==> src/rtl/sram_ctrl_pkg.sv <==
package sram_ctrl_pkg;

  typedef enum logic [2:0] {
    ST_IDLE,
    ST_WR,
    ST_RD,
    ST_GAP,
    ST_RET,
    ST_RECOV
  } ctrl_state_e;

  function automatic int ns_to_cyc(input int ns, input int period);
    int r;
    r = (ns + period - 1) / period;
    return (r < 1) ? 1 : r;
  endfunction

  function automatic int max2(input int a, input int b);
    return (a > b) ? a : b;
  endfunction

  // unsupported grades fall back to the slowest table column
  function automatic int t_access_ns(input int g);
    case (g)
      55:      return 55;
      70:      return 70;
      85:      return 85;
      default: return 100;
    endcase
  endfunction

  function automatic int t_wpulse_ns(input int g);
    case (g)
      55:      return 50;
      70:      return 60;
      85:      return 70;
      default: return 80;
    endcase
  endfunction

  function automatic int t_dsetup_ns(input int g);
    case (g)
      55, 70:  return 30;
      85:      return 35;
      default: return 40;
    endcase
  endfunction

  function automatic int t_release_ns(input int g);
    case (g)
      55:      return 20;
      70:      return 25;
      default: return 30;
    endcase
  endfunction

endpackage

==> src/rtl/sram_cycle_timer.sv <==
module sram_cycle_timer #(
  parameter int CNT_W = 20
) (
  input  logic             clk_i,
  input  logic             rst_ni,
  input  logic             load_i,
  input  logic [CNT_W-1:0] load_val_i,
  output logic             done_o
);
  logic [CNT_W-1:0] cnt_q;

  // a load of N makes done_o high in the Nth cycle after the load edge
  always_ff @(posedge clk_i or negedge rst_ni) begin
    if (!rst_ni)               cnt_q <= '0;
    else if (load_i)           cnt_q <= load_val_i - CNT_W'(1);
    else if (cnt_q != '0)      cnt_q <= cnt_q - CNT_W'(1);
  end

  assign done_o = (cnt_q == '0);
endmodule

==> src/rtl/sram_ctrl_fsm.sv <==
module sram_ctrl_fsm
  import sram_ctrl_pkg::*;
#(
  parameter int CNT_W = 20,
  parameter int N_WR  = 7,
  parameter int N_RD  = 7,
  parameter int GAP_W = 1,
  parameter int GAP_R = 3,
  parameter int N_REC = 625000
) (
  input  logic             clk_i,
  input  logic             rst_ni,
  input  logic             req_valid_i,
  input  logic             req_we_i,
  input  logic             ret_req_i,
  input  logic             ret_exit_i,
  input  logic             tmr_done_i,
  output logic             tmr_load_o,
  output logic [CNT_W-1:0] tmr_val_o,
  output logic             accept_o,
  output logic             capture_o,
  output logic             ready_o,
  output logic             ce_no,
  output logic             oe_no,
  output logic             we_no,
  output logic             dq_oe_o,
  output logic             ret_active_o,
  output logic             supply_low_o
);
  ctrl_state_e state_q, state_d;

  always_ff @(posedge clk_i or negedge rst_ni) begin
    if (!rst_ni) state_q <= ST_IDLE;
    else         state_q <= state_d;
  end

  always_comb begin
    state_d    = state_q;
    tmr_load_o = 1'b0;
    tmr_val_o  = '0;
    unique case (state_q)
      ST_IDLE: begin
        // host access outranks retention entry
        if (req_valid_i) begin
          tmr_load_o = 1'b1;
          if (req_we_i) begin
            state_d   = ST_WR;
            tmr_val_o = CNT_W'(N_WR);
          end else begin
            state_d   = ST_RD;
            tmr_val_o = CNT_W'(N_RD);
          end
        end else if (ret_req_i) begin
          state_d = ST_RET;
        end
      end
      ST_WR: if (tmr_done_i) begin
        state_d    = ST_GAP;
        tmr_load_o = 1'b1;
        tmr_val_o  = CNT_W'(GAP_W);
      end
      ST_RD: if (tmr_done_i) begin
        state_d    = ST_GAP;
        tmr_load_o = 1'b1;
        tmr_val_o  = CNT_W'(GAP_R);
      end
      ST_GAP:   if (tmr_done_i) state_d = ST_IDLE;
      ST_RET: if (ret_exit_i) begin
        state_d    = ST_RECOV;
        tmr_load_o = 1'b1;
        tmr_val_o  = CNT_W'(N_REC);
      end
      ST_RECOV: if (tmr_done_i) state_d = ST_IDLE;
      default:  state_d = ST_IDLE;
    endcase
  end

  assign ready_o      = (state_q == ST_IDLE);
  assign accept_o     = ready_o && req_valid_i;
  assign capture_o    = (state_q == ST_RD) && tmr_done_i;
  assign ce_no        = !((state_q == ST_WR) || (state_q == ST_RD));
  assign oe_no        = (state_q != ST_RD);
  assign we_no        = (state_q != ST_WR);
  assign dq_oe_o      = (state_q == ST_WR);
  assign ret_active_o = (state_q == ST_RET) || (state_q == ST_RECOV);
  assign supply_low_o = (state_q == ST_RET);
endmodule

==> src/rtl/sram_ctrl_datapath.sv <==
module sram_ctrl_datapath #(
  parameter int ADDR_W = 19,
  parameter int DATA_W = 8
) (
  input  logic              clk_i,
  input  logic              rst_ni,
  input  logic              accept_i,
  input  logic              capture_i,
  input  logic [ADDR_W-1:0] req_addr_i,
  input  logic [DATA_W-1:0] req_wdata_i,
  input  logic [DATA_W-1:0] sram_dq_i,
  output logic [ADDR_W-1:0] sram_addr_o,
  output logic [DATA_W-1:0] sram_dq_o,
  output logic              rd_valid_o,
  output logic [DATA_W-1:0] rd_data_o
);
  always_ff @(posedge clk_i or negedge rst_ni) begin
    if (!rst_ni) begin
      sram_addr_o <= '0;
      sram_dq_o   <= '0;
    end else if (accept_i) begin
      sram_addr_o <= req_addr_i;
      sram_dq_o   <= req_wdata_i;
    end
  end

  always_ff @(posedge clk_i or negedge rst_ni) begin
    if (!rst_ni) begin
      rd_valid_o <= 1'b0;
      rd_data_o  <= '0;
    end else begin
      rd_valid_o <= capture_i;
      if (capture_i) rd_data_o <= sram_dq_i;
    end
  end
endmodule

==> src/rtl/sram_async_ctrl.sv <==
module sram_async_ctrl
  import sram_ctrl_pkg::*;
#(
  parameter int ADDR_W        = 19,
  parameter int DATA_W        = 8,
  parameter int CLK_PERIOD_NS = 8,
  parameter int SPEED_GRADE   = 55,
  parameter int RECOVERY_NS   = 5000000
) (
  input  logic              clk_i,
  input  logic              rst_ni,
  input  logic              req_valid_i,
  output logic              req_ready_o,
  input  logic              req_we_i,
  input  logic [ADDR_W-1:0] req_addr_i,
  input  logic [DATA_W-1:0] req_wdata_i,
  output logic              rd_valid_o,
  output logic [DATA_W-1:0] rd_data_o,
  input  logic              ret_req_i,
  input  logic              ret_exit_i,
  output logic              ret_active_o,
  output logic              supply_low_o,
  output logic [ADDR_W-1:0] sram_addr_o,
  output logic [DATA_W-1:0] sram_dq_o,
  input  logic [DATA_W-1:0] sram_dq_i,
  output logic              sram_dq_oe_o,
  output logic              sram_ce_no,
  output logic              sram_oe_no,
  output logic              sram_we_no
);
  localparam int N_RD  = ns_to_cyc(t_access_ns(SPEED_GRADE), CLK_PERIOD_NS);
  localparam int N_RC  = N_RD;
  localparam int N_WR  = max2(ns_to_cyc(t_wpulse_ns(SPEED_GRADE), CLK_PERIOD_NS),
                              ns_to_cyc(t_dsetup_ns(SPEED_GRADE), CLK_PERIOD_NS));
  localparam int N_HZ  = ns_to_cyc(t_release_ns(SPEED_GRADE), CLK_PERIOD_NS);
  localparam int GAP_W = max2(1, N_RC - N_WR);
  localparam int GAP_R = max2(N_HZ, max2(1, N_RC - N_RD));
  localparam int N_REC = ns_to_cyc(RECOVERY_NS, CLK_PERIOD_NS);
  localparam int CNT_MAX = max2(N_REC, max2(N_WR, max2(N_RD, GAP_R)));
  localparam int CNT_W = $clog2(CNT_MAX + 1);

  logic             tmr_load, tmr_done, accept, capture;
  logic [CNT_W-1:0] tmr_val;

  sram_cycle_timer #(.CNT_W(CNT_W)) timer_i (
    .clk_i      (clk_i),
    .rst_ni     (rst_ni),
    .load_i     (tmr_load),
    .load_val_i (tmr_val),
    .done_o     (tmr_done)
  );

  sram_ctrl_fsm #(
    .CNT_W (CNT_W),
    .N_WR  (N_WR),
    .N_RD  (N_RD),
    .GAP_W (GAP_W),
    .GAP_R (GAP_R),
    .N_REC (N_REC)
  ) fsm_i (
    .clk_i        (clk_i),
    .rst_ni       (rst_ni),
    .req_valid_i  (req_valid_i),
    .req_we_i     (req_we_i),
    .ret_req_i    (ret_req_i),
    .ret_exit_i   (ret_exit_i),
    .tmr_done_i   (tmr_done),
    .tmr_load_o   (tmr_load),
    .tmr_val_o    (tmr_val),
    .accept_o     (accept),
    .capture_o    (capture),
    .ready_o      (req_ready_o),
    .ce_no        (sram_ce_no),
    .oe_no        (sram_oe_no),
    .we_no        (sram_we_no),
    .dq_oe_o      (sram_dq_oe_o),
    .ret_active_o (ret_active_o),
    .supply_low_o (supply_low_o)
  );

  sram_ctrl_datapath #(.ADDR_W(ADDR_W), .DATA_W(DATA_W)) dp_i (
    .clk_i       (clk_i),
    .rst_ni      (rst_ni),
    .accept_i    (accept),
    .capture_i   (capture),
    .req_addr_i  (req_addr_i),
    .req_wdata_i (req_wdata_i),
    .sram_dq_i   (sram_dq_i),
    .sram_addr_o (sram_addr_o),
    .sram_dq_o   (sram_dq_o),
    .rd_valid_o  (rd_valid_o),
    .rd_data_o   (rd_data_o)
  );
endmodule

==> config.mk <==
export PLATFORM = sky130hd
export DESIGN_NAME = sram_async_ctrl
export DESIGN_NICKNAME = d
export VERILOG_FILES = /design/src/rtl/sram_ctrl_pkg.sv /design/src/rtl/sram_cycle_timer.sv /design/src/rtl/sram_ctrl_fsm.sv /design/src/rtl/sram_ctrl_datapath.sv /design/src/rtl/sram_async_ctrl.sv
export SDC_FILE = /design/constraint.sdc
export NUM_CORES = 1
export LEC_CHECK = 0
export ABC_AREA = 1
export CAP_MARGIN = 20
export CORE_MARGIN = 8
export CORE_UTILIZATION = 55
export CTS_CLUSTER_SIZE = 16
export DETAILED_ROUTE_END_ITERATION = 12
export DONT_BUFFER_PORTS = 1
export HOLD_SLACK_MARGIN = 0.03
export PLACE_DENSITY_LB_ADDON = 0.08
export SYNTH_ARGS = -nofsm -noshare
export SYNTH_HDL_FRONTEND = slang
export SYNTH_SLANG_ARGS = --single-unit
export TNS_END_PERCENT = 1
==> constraint.sdc <==
create_clock -name clk_i -period 6.6 [get_ports clk_i]
set_clock_uncertainty 0.2 [all_clocks]
set_input_delay 1.32 -clock clk_i [delete_from_list [all_inputs] [get_ports clk_i]]
set_output_delay 1.32 -clock clk_i [all_outputs]
set_load 0.02 [all_outputs]
==> metrics.yaml <==
floorplanning:
  pin_count: 84
  die_width_um: 90.46
  die_h_um: 90.46
  floorplan.rows: 27
  placeableCoreArea_mm2: 0.005439
  fp.dieArea_mm2: 0.008182
  initial_utilization_pct: 56.06
synthesis:
  synth-xor-area-share_pct: 0.8617
  syn_inst: 414
  synth_cell_type_count: 28
  synth-seq-cells: 59
  synthesis.yosys.warnings: 0
  synth_adder_area_share_pct: 0.4103
  synth-async-reset-ratio_pct: 100.0
  portion_of_synthesized_cell_area_occupied_by_the_leading_cell_type_pct: 48.42
  avgSynthCellArea_um2: 7.365
  netlist_top_cells_area: "sky130_fd_sc_hd__dfrtp_1 (48%), sky130_fd_sc_hd__nand2_1 (21%), sky130_fd_sc_hd__nor2_1 (5.7%)"
  synth_area_in_simple_gates_pct: 39.23
  synth_seq_area_share_pct: 48.42
  post_synth_mux_area_share_pct: 0
  dominantRegCellSynth: "sky130_fd_sc_hd__dfrtp_1"
  synth_compound_area_share_pct: 4.268
  number_of_synthesized_flops_with_an_enable_pin: 0
  synth_top_area_cell: "sky130_fd_sc_hd__dfrtp_1"
  combinational_family_with_the_most_area_after_synthesis: "simple AND/OR/NAND/NOR gates"
  synth_area_mm2: 0.003049
  syn-num-nets: 456
cts:
  clock_insertion_delay_worst_skew_ns: 0.34
  tritoncts: "built"
  postCtsHoldBufs: 0
  post-cts-setup-buffers: 0
  cts.htree.levels: 3
  numCtsBuffers: 9
  cts_num_sinks: 59
  ctsRootBufferMaster: "sky130_fd_sc_hd__clkbuf_8"
  cts.reportedPaths.clkPinSlew_ns: 0.06
  cts_resized: 0
  clock_path_buffers: 2
critical_path:
  crit_path_end_kind: "flop"
  worstSetupPathType: "input port to flop"
  critPathRequiredTime_ns: 6.63
  reg2reg_setup_slack_ns: 2.81
  critical_path.max_fanout: 41
  crit_path_launch_type: "input port"
  crit_arrival_ns: 4.03
sta:
  fin_setup_tns_ns: 0
  grt_setup_unrepaired: "false"
  maxSlewViolCount: 0
  final-hold-violation-count: 0
  worst_slew_pin_tran_ns: 0.8234
  final-setup-viol-count: 0
  min_period_ns: 4.004
  timing.fmax_ghz: 0.2498
  timing.final.crit_share_pct: 60.66
  rel_slew_slack_pct: 45.04
detailed_routing:
  vias: 2573
  dr_wl_met3_um: 709
  totalWireLength_um: 7514
  wl_per_cell_um: 15.30
  detail-route-antenna-nets: 0
  drcViolationCount: 0
  drt_iter0_drc: 186
  met2RoutedLength_um: 3583
  vias_per_cell: 5.240
  highest-signal-layer: "met4"
  drt_pre_antenna_iters: 4
  met1Wirelength_um: 3084
place:
  placed_cell_area_mm2: 0.003097
  place_hpwl_um: 5385
  count_of_port_buffers_added_during_placement: 0
  gpl.final_weighted_congestion: 0.8921
run:
  cap_viol_max_count: 0
cells_and_area:
  fin_util_pct: 61.51
  layout-drive-gt1-share_pct: 9.547
  flow.area_growth_from_synthesis_pct: 9.725
  antenna_cells_inserted: 0
  layout.cell_area.non_filler_mm2: 0.003346
  final_nets: 457
global_routing:
  grt_antenna_before_repair: 0
  grt_max_degree: 60
  grt_use_total_pct: 18.63
  first_global_vias: 2499
  overflow: 0
  grt_first_pass_wirelength_um: 12270
power:
  vdd.ir_drop.worst_mv: 0.3138
  leakage_nw: 1.781
  pwr_density_cell_mw_per_mm2: 581.0
min_path:
  hp-class: "flop to flop"
run_status:
  status: "finished clean"
==> worst max-delay path: stages <==
cell and delay [ns]:
sky130_fd_sc_hd__nand2_2 0.56, sky130_fd_sc_hd__inv_1 0.62, sky130_fd_sc_hd__nor2_1 0.27, sky130_fd_sc_hd__nand2_1 0.09, sky130_fd_sc_hd__o21ai_2 0.10, sky130_fd_sc_hd__ha_1 0.29, sky130_fd_sc_hd__nand3_1 0.16, sky130_fd_sc_hd__nor2_2 0.17
sky130_fd_sc_hd__nand2_1 0.10, sky130_fd_sc_hd__nor2_2 0.13, sky130_fd_sc_hd__nand3_1 0.09, sky130_fd_sc_hd__nand2_1 0.07, sky130_fd_sc_hd__nand2_1 0.04
==> cells in the mapped netlist (2+ instances only) <==
library cell	count
sky130_fd_sc_hd__nor2_4	5
sky130_fd_sc_hd__nor3_1	2
sky130_fd_sc_hd__nand2_2	3
sky130_fd_sc_hd__nor2_2	7
sky130_fd_sc_hd__dfrtp_1	59
sky130_fd_sc_hd__buf_2	4
sky130_fd_sc_hd__o21ai_0	11
sky130_fd_sc_hd__o21ai_1	2
sky130_fd_sc_hd__nand4_1	8
sky130_fd_sc_hd__nand3_2	2
sky130_fd_sc_hd__or2_2	2
sky130_fd_sc_hd__clkbuf_1	5
sky130_fd_sc_hd__xor2_1	2
sky130_fd_sc_hd__nand3_1	26
sky130_fd_sc_hd__a21oi_1	8
sky130_fd_sc_hd__inv_2	3
sky130_fd_sc_hd__nand2_1	168
sky130_fd_sc_hd__nor2_1	46
sky130_fd_sc_hd__or2_1	2
sky130_fd_sc_hd__inv_1	41
==> sequential cells by signal, summed over array words and instances, names as in the netlist <==
signal            cells
fsm_i.state_q         3
dp_i.sram_addr_o     19
timer_i.cnt_q        20
dp_i.sram_dq_o        8
dp_i.rd_valid_o       1
dp_i.rd_data_o        8
==> cell type report <==
cell class	count	area, µm²
Fill cell	494	2093
Sequential cell	59	1476
Multi-Input combinational cell	301	1365
Inverter	44	165.2
Clock buffer	11	151.4
Clock inverter	4	97.59
Tap cell	72	90.09
==> cells by family after synthesis <==
group / after synthesis
and+or+nand+nor: 273
DFF: 59
AOI/OAI and AO/OA: 24
adders and majority gates: 1
buffers and inverters: 54
xor gates and xnor gates: 3
==> cells in the final DEF (no fill, tap or decap) <==
cell type / netlist / layout
sky130_fd_sc_hd__o21a_1: 1 / 1
sky130_fd_sc_hd__a21oi_1: 8 / 8
sky130_fd_sc_hd__nand2_1: 168 / 168
sky130_fd_sc_hd__xnor2_1: 1 / 1
sky130_fd_sc_hd__inv_2: 3 / 3
sky130_fd_sc_hd__nand3_2: 2 / 2
sky130_fd_sc_hd__clkinvlp_4: 0 / 1
sky130_fd_sc_hd__nor2_1: 46 / 46
sky130_fd_sc_hd__nand2_2: 3 / 3
sky130_fd_sc_hd__nand3_1: 26 / 26
sky130_fd_sc_hd__or2_1: 2 / 2
sky130_fd_sc_hd__o21ai_0: 11 / 11
sky130_fd_sc_hd__inv_1: 41 / 41
sky130_fd_sc_hd__nor2_2: 7 / 7
sky130_fd_sc_hd__a41oi_1: 1 / 1
sky130_fd_sc_hd__ha_1: 1 / 1
sky130_fd_sc_hd__nand4_4: 1 / 1
sky130_fd_sc_hd__o21ai_2: 1 / 1
sky130_fd_sc_hd__or2_2: 2 / 2
sky130_fd_sc_hd__nor3_1: 2 / 2
sky130_fd_sc_hd__nand4_1: 8 / 8
sky130_fd_sc_hd__o21ai_1: 2 / 2
sky130_fd_sc_hd__xor2_1: 2 / 2
sky130_fd_sc_hd__bufinv_16: 0 / 3
sky130_fd_sc_hd__nand3_4: 1 / 1
sky130_fd_sc_hd__nor2_4: 5 / 5
sky130_fd_sc_hd__clkbuf_8: 0 / 11
sky130_fd_sc_hd__dfrtp_1: 59 / 59
==> through the flow <==
stage	total power, W	hold slack, ns	instances	worst slack (ns)
final	0.001944	0.3934	491	2.596
after global routing	0.002097	0.4399	491	2.289
after CTS	0.001953	0.3952	491	2.589
after detailed placement	0.001534	0.3780	476	2.233
after global placement	0.001522	0.3639	476	2.286
after floorplan	0.001362	0.3412	414	3.554
==> where the power goes <==
| part | switching, W | internal [W] | leakage, nW |
|---|---|---|---|
| clock network | 0.000141 | 0.000269 | 0.122 |
| registers | 0.000230 | 0.000515 | 0.720 |
| logic | 0.000544 | 0.000244 | 0.939 |
| total | 0.000915 | 0.00103 | 1.78 |
==> final timing paths <==
check                      cells after the start         startpoint                   end
max                                           13        req_valid_i     timer_i.cnt_q[14]
min                                            3  timer_i.cnt_q[19]     timer_i.cnt_q[19]
max reg2reg                                   16   fsm_i.state_q[1]     timer_i.cnt_q[14]
min reg2reg                                    3  timer_i.cnt_q[19]     timer_i.cnt_q[19]
max in group asynchronous                      0             rst_ni     timer_i.cnt_q[17]
min in group asynchronous                      0             rst_ni  dp_i.sram_addr_o[15]
==> per-layer routing <==
metal | GRT usage [%] | vias to the layer above
li1 | - | 1282
met5 | 0 | -
met1 | 22.39 | 1160
met3 | 6.567 | 12
met4 | 8.738 | 0
met2 | 29.20 | 119
Power figures use the tool's default switching activity.
